## config.mk

```make
export PLATFORM = sky130hd
export DESIGN_NAME = i2c_reg_slave
export DESIGN_NICKNAME = d
export VERILOG_FILES = /design/src/rtl/i2c_slv_pkg.sv /design/src/rtl/i2c_line_filter.sv /design/src/rtl/i2c_bus_events.sv /design/src/rtl/i2c_wr_history.sv /design/src/rtl/i2c_reg_slave.sv
export SDC_FILE = /design/constraint.sdc
export NUM_CORES = 1
export LEC_CHECK = 0
export BUFFER_PORTS_ARGS = -buffer_cell sky130_fd_sc_hd__buf_2
export CAP_MARGIN = 30
export CORE_UTILIZATION = 56
export CTS_CLUSTER_DIAMETER = 150
export DETAILED_ROUTE_END_ITERATION = 8
export PLACE_DENSITY = 0.79
export SETUP_SLACK_MARGIN = 0.05
export SYNTH_ARGS = -nofsm -noshare
export SYNTH_HDL_FRONTEND = slang
export SYNTH_HIERARCHICAL = 1
export SYNTH_SLANG_ARGS = --single-unit
```

## constraint.sdc

```tcl
create_clock -name clk -period 2.4 [get_ports clk]
set_input_delay 0.12 -clock clk [delete_from_list [all_inputs] [get_ports clk]]
set_output_delay 0.12 -clock clk [all_outputs]
set_load 0.01 [all_outputs]
```

## src/rtl/i2c_slv_pkg.sv

```systemverilog
package i2c_slv_pkg;
    localparam int BYTE_W = 8;
    typedef logic [BYTE_W-1:0] byte_t;

    typedef enum logic [3:0] {
        ST_IDLE,
        ST_ADDR,
        ST_ADDR_ACK,
        ST_SUB,
        ST_SUB_ACK,
        ST_CNT,
        ST_CNT_ACK,
        ST_WDATA,
        ST_WDATA_ACK,
        ST_RDATA,
        ST_RDATA_ACK,
        ST_IGNORE
    } slv_state_e;
endpackage

```

## src/rtl/i2c_line_filter.sv

```systemverilog
module i2c_line_filter #(
    parameter int SYNC_STAGES = 2,
    parameter int FILT_LEN    = 3
) (
    input  logic clk,
    input  logic rst_n,
    input  logic line_i,
    output logic line_o
);
    localparam int CNT_W = $clog2(FILT_LEN + 1);

    typedef struct packed {
        logic [SYNC_STAGES-1:0] sync;
        logic [CNT_W-1:0]       cnt;
        logic                   level;
    } flt_t;

    flt_t flt_d, flt_q;

    always_comb begin
        flt_d      = flt_q;
        flt_d.sync = {flt_q.sync[SYNC_STAGES-2:0], line_i};
        if (flt_q.sync[SYNC_STAGES-1] != flt_q.level) begin
            if (flt_q.cnt == CNT_W'(FILT_LEN - 1)) begin
                flt_d.level = flt_q.sync[SYNC_STAGES-1];
                flt_d.cnt   = '0;
            end else begin
                flt_d.cnt = flt_q.cnt + 1'b1;
            end
        end else begin
            flt_d.cnt = '0;
        end
    end

    always_ff @(posedge clk or negedge rst_n) begin
        if (!rst_n) begin
            flt_q.sync  <= '1;
            flt_q.cnt   <= '0;
            flt_q.level <= 1'b1;
        end else begin
            flt_q <= flt_d;
        end
    end

    assign line_o = flt_q.level;
endmodule

```

## src/rtl/i2c_bus_events.sv

```systemverilog
module i2c_bus_events (
    input  logic clk,
    input  logic rst_n,
    input  logic scl_i,
    input  logic sda_i,
    output logic scl_rise_o,
    output logic scl_fall_o,
    output logic start_o,
    output logic stop_o
);
    typedef struct packed {
        logic scl;
        logic sda;
    } prev_t;

    prev_t prev_d, prev_q;

    always_comb begin
        prev_d.scl = scl_i;
        prev_d.sda = sda_i;
    end

    always_ff @(posedge clk or negedge rst_n) begin
        if (!rst_n) prev_q <= '{scl: 1'b1, sda: 1'b1};
        else        prev_q <= prev_d;
    end

    assign scl_rise_o = scl_i & ~prev_q.scl;
    assign scl_fall_o = ~scl_i & prev_q.scl;
    assign start_o    = scl_i & prev_q.scl & prev_q.sda & ~sda_i;
    assign stop_o     = scl_i & prev_q.scl & ~prev_q.sda & sda_i;
endmodule

```

## src/rtl/i2c_wr_history.sv

```systemverilog
module i2c_wr_history
    import i2c_slv_pkg::*;
#(
    parameter int DEPTH  = 6,
    parameter int RIDX_W = $clog2(DEPTH + 1)
) (
    input  logic              clk,
    input  logic              rst_n,
    input  logic              push_i,
    input  byte_t             push_data_i,
    input  byte_t             sub_i,
    input  logic [RIDX_W-1:0] rd_idx_i,
    output byte_t             rd_byte_o
);
    logic [DEPTH-1:0][BYTE_W-1:0] mem_d, mem_q;

    always_comb begin
        mem_d = mem_q;
        if (push_i) begin
            for (int k = 0; k < DEPTH - 1; k++) mem_d[k] = mem_q[k+1];
            mem_d[DEPTH-1] = push_data_i;
        end
    end

    always_ff @(posedge clk or negedge rst_n) begin
        if (!rst_n) mem_q <= '0;
        else        mem_q <= mem_d;
    end

    always_comb begin
        rd_byte_o = sub_i;
        for (int k = 0; k < DEPTH; k++) begin
            if (rd_idx_i == RIDX_W'(k + 1)) rd_byte_o = mem_q[k];
        end
    end
endmodule

```

## src/rtl/i2c_reg_slave.sv

```systemverilog
module i2c_reg_slave
    import i2c_slv_pkg::*;
#(
    parameter logic [5:0] ADDR_HI     = 6'b011010,
    parameter int         HIST_DEPTH  = 6,
    parameter int         MAX_BLK     = 32,
    parameter int         IDX_W       = 6,
    parameter int         SYNC_STAGES = 2,
    parameter int         FILT_LEN    = 3
) (
    input  logic             clk,
    input  logic             rst_n,
    input  logic             addr_sel_i,
    input  logic             scl_i,
    input  logic             sda_i,
    output logic             sda_oe_o,
    output logic             wr_en_o,
    output logic [7:0]       wr_addr_o,
    output logic [IDX_W-1:0] wr_idx_o,
    output logic [7:0]       wr_data_o
);
    localparam int CNT_W  = $clog2(MAX_BLK + 1);
    localparam int RIDX_W = $clog2(HIST_DEPTH + 1);

    typedef struct packed {
        slv_state_e        state;
        byte_t             shreg;
        logic [3:0]        bitcnt;
        logic              sda_oe;
        logic              rw;
        byte_t             sub;
        logic              blk;
        logic [CNT_W-1:0]  left;
        logic [IDX_W-1:0]  idx;
        logic [RIDX_W-1:0] ridx;
        logic              wr_en;
        byte_t             wr_data;
        logic [IDX_W-1:0]  wr_idx;
    } slv_regs_t;

    slv_regs_t r_d, r_q;

    logic  scl_f, sda_f;
    logic  ev_rise, ev_fall, ev_start, ev_stop;
    byte_t rb_byte;
    logic  load_tx;

    logic [1:0] line_raw, line_flt;
    assign line_raw = {scl_i, sda_i};

    for (genvar g = 0; g < 2; g++) begin : g_filt
        i2c_line_filter #(
            .SYNC_STAGES(SYNC_STAGES),
            .FILT_LEN   (FILT_LEN)
        ) u_filt (
            .clk   (clk),
            .rst_n (rst_n),
            .line_i(line_raw[g]),
            .line_o(line_flt[g])
        );
    end

    assign scl_f = line_flt[1];
    assign sda_f = line_flt[0];

    i2c_bus_events u_events (
        .clk       (clk),
        .rst_n     (rst_n),
        .scl_i     (scl_f),
        .sda_i     (sda_f),
        .scl_rise_o(ev_rise),
        .scl_fall_o(ev_fall),
        .start_o   (ev_start),
        .stop_o    (ev_stop)
    );

    i2c_wr_history #(
        .DEPTH (HIST_DEPTH),
        .RIDX_W(RIDX_W)
    ) u_hist (
        .clk        (clk),
        .rst_n      (rst_n),
        .push_i     (r_q.wr_en),
        .push_data_i(r_q.wr_data),
        .sub_i      (r_q.sub),
        .rd_idx_i   (r_q.ridx),
        .rd_byte_o  (rb_byte)
    );

    always_comb begin
        r_d       = r_q;
        r_d.wr_en = 1'b0;
        load_tx   = 1'b0;

        if (ev_start) begin
            r_d.state  = ST_ADDR;
            r_d.bitcnt = '0;
            r_d.sda_oe = 1'b0;
            r_d.ridx   = '0;
        end else if (ev_stop) begin
            r_d.state  = ST_IDLE;
            r_d.bitcnt = '0;
            r_d.sda_oe = 1'b0;
        end else begin
            case (r_q.state)
                ST_ADDR, ST_SUB, ST_CNT, ST_WDATA: begin
                    if (ev_rise) begin
                        r_d.shreg  = {r_q.shreg[BYTE_W-2:0], sda_f};
                        r_d.bitcnt = r_q.bitcnt + 4'd1;
                    end else if (ev_fall && r_q.bitcnt == 4'd8) begin
                        r_d.bitcnt = '0;
                        case (r_q.state)
                            ST_ADDR: begin
                                if (r_q.shreg[7:1] == {ADDR_HI, addr_sel_i}) begin
                                    r_d.rw     = r_q.shreg[0];
                                    r_d.sda_oe = 1'b1;
                                    r_d.state  = ST_ADDR_ACK;
                                end else begin
                                    r_d.state = ST_IGNORE;
                                end
                            end
                            ST_SUB: begin
                                r_d.sub    = r_q.shreg;
                                r_d.blk    = r_q.shreg[7];
                                r_d.idx    = '0;
                                r_d.sda_oe = 1'b1;
                                r_d.state  = ST_SUB_ACK;
                            end
                            ST_CNT: begin
                                if (r_q.shreg != '0 && r_q.shreg <= BYTE_W'(MAX_BLK)) begin
                                    r_d.left   = CNT_W'(r_q.shreg);
                                    r_d.sda_oe = 1'b1;
                                    r_d.state  = ST_CNT_ACK;
                                end else begin
                                    r_d.state = ST_IGNORE;
                                end
                            end
                            default: begin
                                if (r_q.blk && r_q.left == '0) begin
                                    r_d.state = ST_IGNORE;
                                end else begin
                                    r_d.wr_en   = 1'b1;
                                    r_d.wr_data = r_q.shreg;
                                    r_d.wr_idx  = r_q.idx;
                                    r_d.idx     = r_q.idx + 1'b1;
                                    if (r_q.blk) r_d.left = r_q.left - 1'b1;
                                    r_d.sda_oe  = 1'b1;
                                    r_d.state   = ST_WDATA_ACK;
                                end
                            end
                        endcase
                    end
                end

                ST_ADDR_ACK, ST_SUB_ACK, ST_CNT_ACK, ST_WDATA_ACK: begin
                    if (ev_fall) begin
                        r_d.sda_oe = 1'b0;
                        r_d.bitcnt = '0;
                        case (r_q.state)
                            ST_ADDR_ACK: begin
                                if (r_q.rw) load_tx = 1'b1;
                                else        r_d.state = ST_SUB;
                            end
                            ST_SUB_ACK: r_d.state = r_q.blk ? ST_CNT : ST_WDATA;
                            default:    r_d.state = ST_WDATA;
                        endcase
                    end
                end

                ST_RDATA: begin
                    if (ev_fall) begin
                        if (r_q.bitcnt == 4'd8) begin
                            r_d.sda_oe = 1'b0;
                            r_d.bitcnt = '0;
                            r_d.state  = ST_RDATA_ACK;
                        end else begin
                            r_d.sda_oe = ~r_q.shreg[BYTE_W-1];
                            r_d.shreg  = {r_q.shreg[BYTE_W-2:0], 1'b0};
                            r_d.bitcnt = r_q.bitcnt + 4'd1;
                        end
                    end
                end

                ST_RDATA_ACK: begin
                    if (ev_rise && sda_f) r_d.state = ST_IGNORE;
                    else if (ev_fall)     load_tx = 1'b1;
                end

                default: ;
            endcase
        end

        if (load_tx) begin
            r_d.shreg  = {rb_byte[BYTE_W-2:0], 1'b0};
            r_d.sda_oe = ~rb_byte[BYTE_W-1];
            r_d.bitcnt = 4'd1;
            r_d.ridx   = (r_q.ridx == RIDX_W'(HIST_DEPTH)) ? '0 : r_q.ridx + 1'b1;
            r_d.state  = ST_RDATA;
        end
    end

    always_ff @(posedge clk or negedge rst_n) begin
        if (!rst_n) begin
            r_q       <= '0;
            r_q.state <= ST_IDLE;
        end else begin
            r_q <= r_d;
        end
    end

    assign sda_oe_o  = r_q.sda_oe;
    assign wr_en_o   = r_q.wr_en;
    assign wr_addr_o = {1'b0, r_q.sub[6:0]};
    assign wr_idx_o  = r_q.wr_idx;
    assign wr_data_o = r_q.wr_data;
endmodule

```

==> metrics.cfg <==
[outcome]
outcome = complete, no violations

[yosys]
ys_ff_latch = 116
synth_fp_nets = 582
synth_top_cell_by_area = dfrtp_1
synth_cells = 573
ys_async_sr_fraction = 1.00
ys.flop_type = dfrtp_1
yosysMostFrequentCell = dfrtp_1
ys_seq_area_frac = 0.463
ys_top_cells_by_area = dfrtp_1 (43%), mux2_2 (15%), dfstp_2 (3.3%), buf_4 (2.9%), a21oi_1 (2.1%)
synth_edf_count = 0
netlist_area_um2 = 6290
yosysWarnings = 6
synth_common_cells = dfrtp_1 (108), mux2_2 (84), nand2_1 (32)
synth_cell_types = 76
yosysTopAreaCellShare = 0.430
avgSynthCellArea_um2 = 11.0

[clocking]
cts-root-buf = clkbuf_8
numCtsBuffers = 17
cts_tree = yes
htreeDepth = 4
cts_buffer_depth = 2
cts.sinks = 116
clk-insertion-delay-late_ns = 0.53
path_clk_slew_ns = 0.05

[sta]
min_period_ns = 2.31
finalMaxSlewViolations = 0
finalSetupViolations = 0
fin_worst_skew_ns = 0.00809
hold_viol = 0
fmax_ghz = 0.433
post-route-period-util = 0.963
fin_setup_tns_ns = 0
tightest_slew_ns = 0.640
slew_headroom = 0.573
grt_setup_unrepaired = true

[detailed_routing]
firstDrtPassIters = 5
drt_iter0_markers = 285
drt-total-wl_um = 14300
vias = 4752
wire_per_inst_um = 18.7
avgViaCountPerCell = 6.24
drcViolationCount = 0
postRouteAntennaNets = 0

[critical_path]
crit_arrival_ns = 2.71
end_kind = flip-flop
required_ns = 2.80
startpoint_type = flip-flop
path_class = flip-flop to flip-flop
worst-path-max-fanout = 6

[die]
die_area_um2 = 11700
die_h_um = 108
start_util = 0.578
rows = 38
coreArea_um2 = 10900
num_io_pins = 29
die_x_um = 108

[place]
portBuffers = 27
routabilityCongestion = 0.932
dpl.hpwl_um = 9630

[cells_and_area]
fin_nets = 617
num_antenna_cells = 0
layout-drive-gt1-share = 0.340
syn_to_final_growth_pct = 14.6

[pwr]
power.leakage_nw = 3.42
ir_worst_vdd_uv = 769
power_density_nw_per_um2 = 1060
fin_total_pwr_w = 0.00762

[run]
drv_cap = 0

[hold_path]
hold_class = input pin to flip-flop

[grt]
grt_overflow = 0
grt_pass1_wl_um = 23900
grt_pass1_vias = 4848
antenna_found_initial = 0
grt_usage = 0.269
grt_max_degree = 69

-- worst max-delay path, stage by stage (launching register included) --
cell and delay (ns):
dfstp_2 0.56, and4b_1 0.22, or2_4 0.27, or4_4 0.54, a211oi_4 0.29, and2_4 0.23
a21oi_1 0.08
-- layer usage --
| metal | wire length (um) | vias up | GRT usage |
|---|---|---|---|
| met5 | 0 | - | 0 |
| met4 | 384 | 0 | 0.123 |
| met3 | 727 | 37 | 0.0615 |
| met2 | 6850 | 160 | 0.431 |
| met1 | 6290 | 2383 | 0.347 |
| li1 | - | 2172 | - |
-- kinds of logic (layout without fill, tap and decap cells) --
kind of cell    after synthesis  in the layout  synth area share
flops                       116            116             0.463
other cells                   1              1          0.000596
mux                          95             95             0.170
buf+inv                      68            116            0.0626
compound gates              140            140             0.157
simple gates                145            145             0.134
xor+xnor                      4              4           0.00557
fa+ha+maj                     4              4           0.00796
-- per-stage QoR --
step	area, um2	worst slack (ns)	hold WS, ns	util	std cells
floorplan	6290	0.0602	-0.176	-	573
global placement	6550	0.127	0.0109	0.601	720
detailed placement	6550	0.0442	0.0113	0.601	720
CTS	7180	0.0656	0.212	0.659	758
global route	7210	0.0416	0.229	0.662	761
finish	7210	0.0900	0.238	0.662	761
-- report_power, final --
part / switching, W / internal [W]
sequential: 0.000461 / 0.00222
combinational: 0.00135 / 0.00116
clock: 0.000840 / 0.00158
-- sequential cells by signal, summed over array words and instances, names as in the netlist --
| register | count |
|---|---|
| wr_addr_o | 7 |
| g_filt.u_filt/flt_d | 2 |
| wr_en_o | 1 |
| g_filt.u_filt/line_o | 2 |
| u_hist/mem_q | 48 |
| wr_data_o | 8 |
| sda_oe_o | 1 |
| r_q | 33 |
| wr_idx_o | 6 |
| g_filt.u_filt/flt_q | 6 |
| u_events/prev_q | 2 |
-- placed cells by master, fill, tap and decap left out, drive strengths merged, types with 8 or more instances in the layout --
| master | count |
|---|---|
| buf | 68 |
| nor3 | 8 |
| nand2b | 8 |
| clkbuf | 27 |
| o21ai | 28 |
| nor2 | 26 |
| o211ai | 11 |
| a21oi | 27 |
| mux2i | 8 |
| inv | 10 |
| dfrtp | 108 |
| dfstp | 8 |
| o221ai | 8 |
| a21o | 10 |
| nor2b | 10 |
| nand3 | 10 |
| mux2 | 87 |
| nand2 | 32 |
-- path summary, 6_finish.rpt --
kind | startpoint | endpoint | slack [ns] | depth (start not counted)
min | scl_i | g_filt[1].u_filt/flt_d[4] | 0.24 | 2
min reg2reg | g_filt[0].u_filt/flt_d[4] | g_filt[0].u_filt/flt_q[4] | 0.35 | 0
max | g_filt[0].u_filt/line_o | r_q[27] | 0.09 | 6
max in group asynchronous | rst_n | u_hist/mem_q[36] | 0.89 | 4
max reg2reg | g_filt[0].u_filt/line_o | r_q[27] | 0.09 | 6
min in group asynchronous | rst_n | u_hist/mem_q[44] | 0.54 | 3
-- what timing repair did --
action,in CTS,in global routing
pin swaps,1,1
gates resized for setup,2,2
endpoints found under the setup margin,4,8
hold buffers,6,0
buffers inserted,0,3
gates cloned,0,0
hold endpoints to repair,111,0
-- layout make-up --
| class | count | area (um2) |
|---|---|---|
| Clock buffer | 27 | 492 |
| Clock inverter | 5 | 75.1 |
| Fill cell | 790 | 3680 |
| Inverter | 10 | 37.5 |
| Multi-Input combinational cell | 389 | 3000 |
| Sequential cell | 116 | 2910 |
| Tap cell | 140 | 175 |
| Timing Repair Buffer | 74 | 518 |
(Power assumes the default switching activity.)
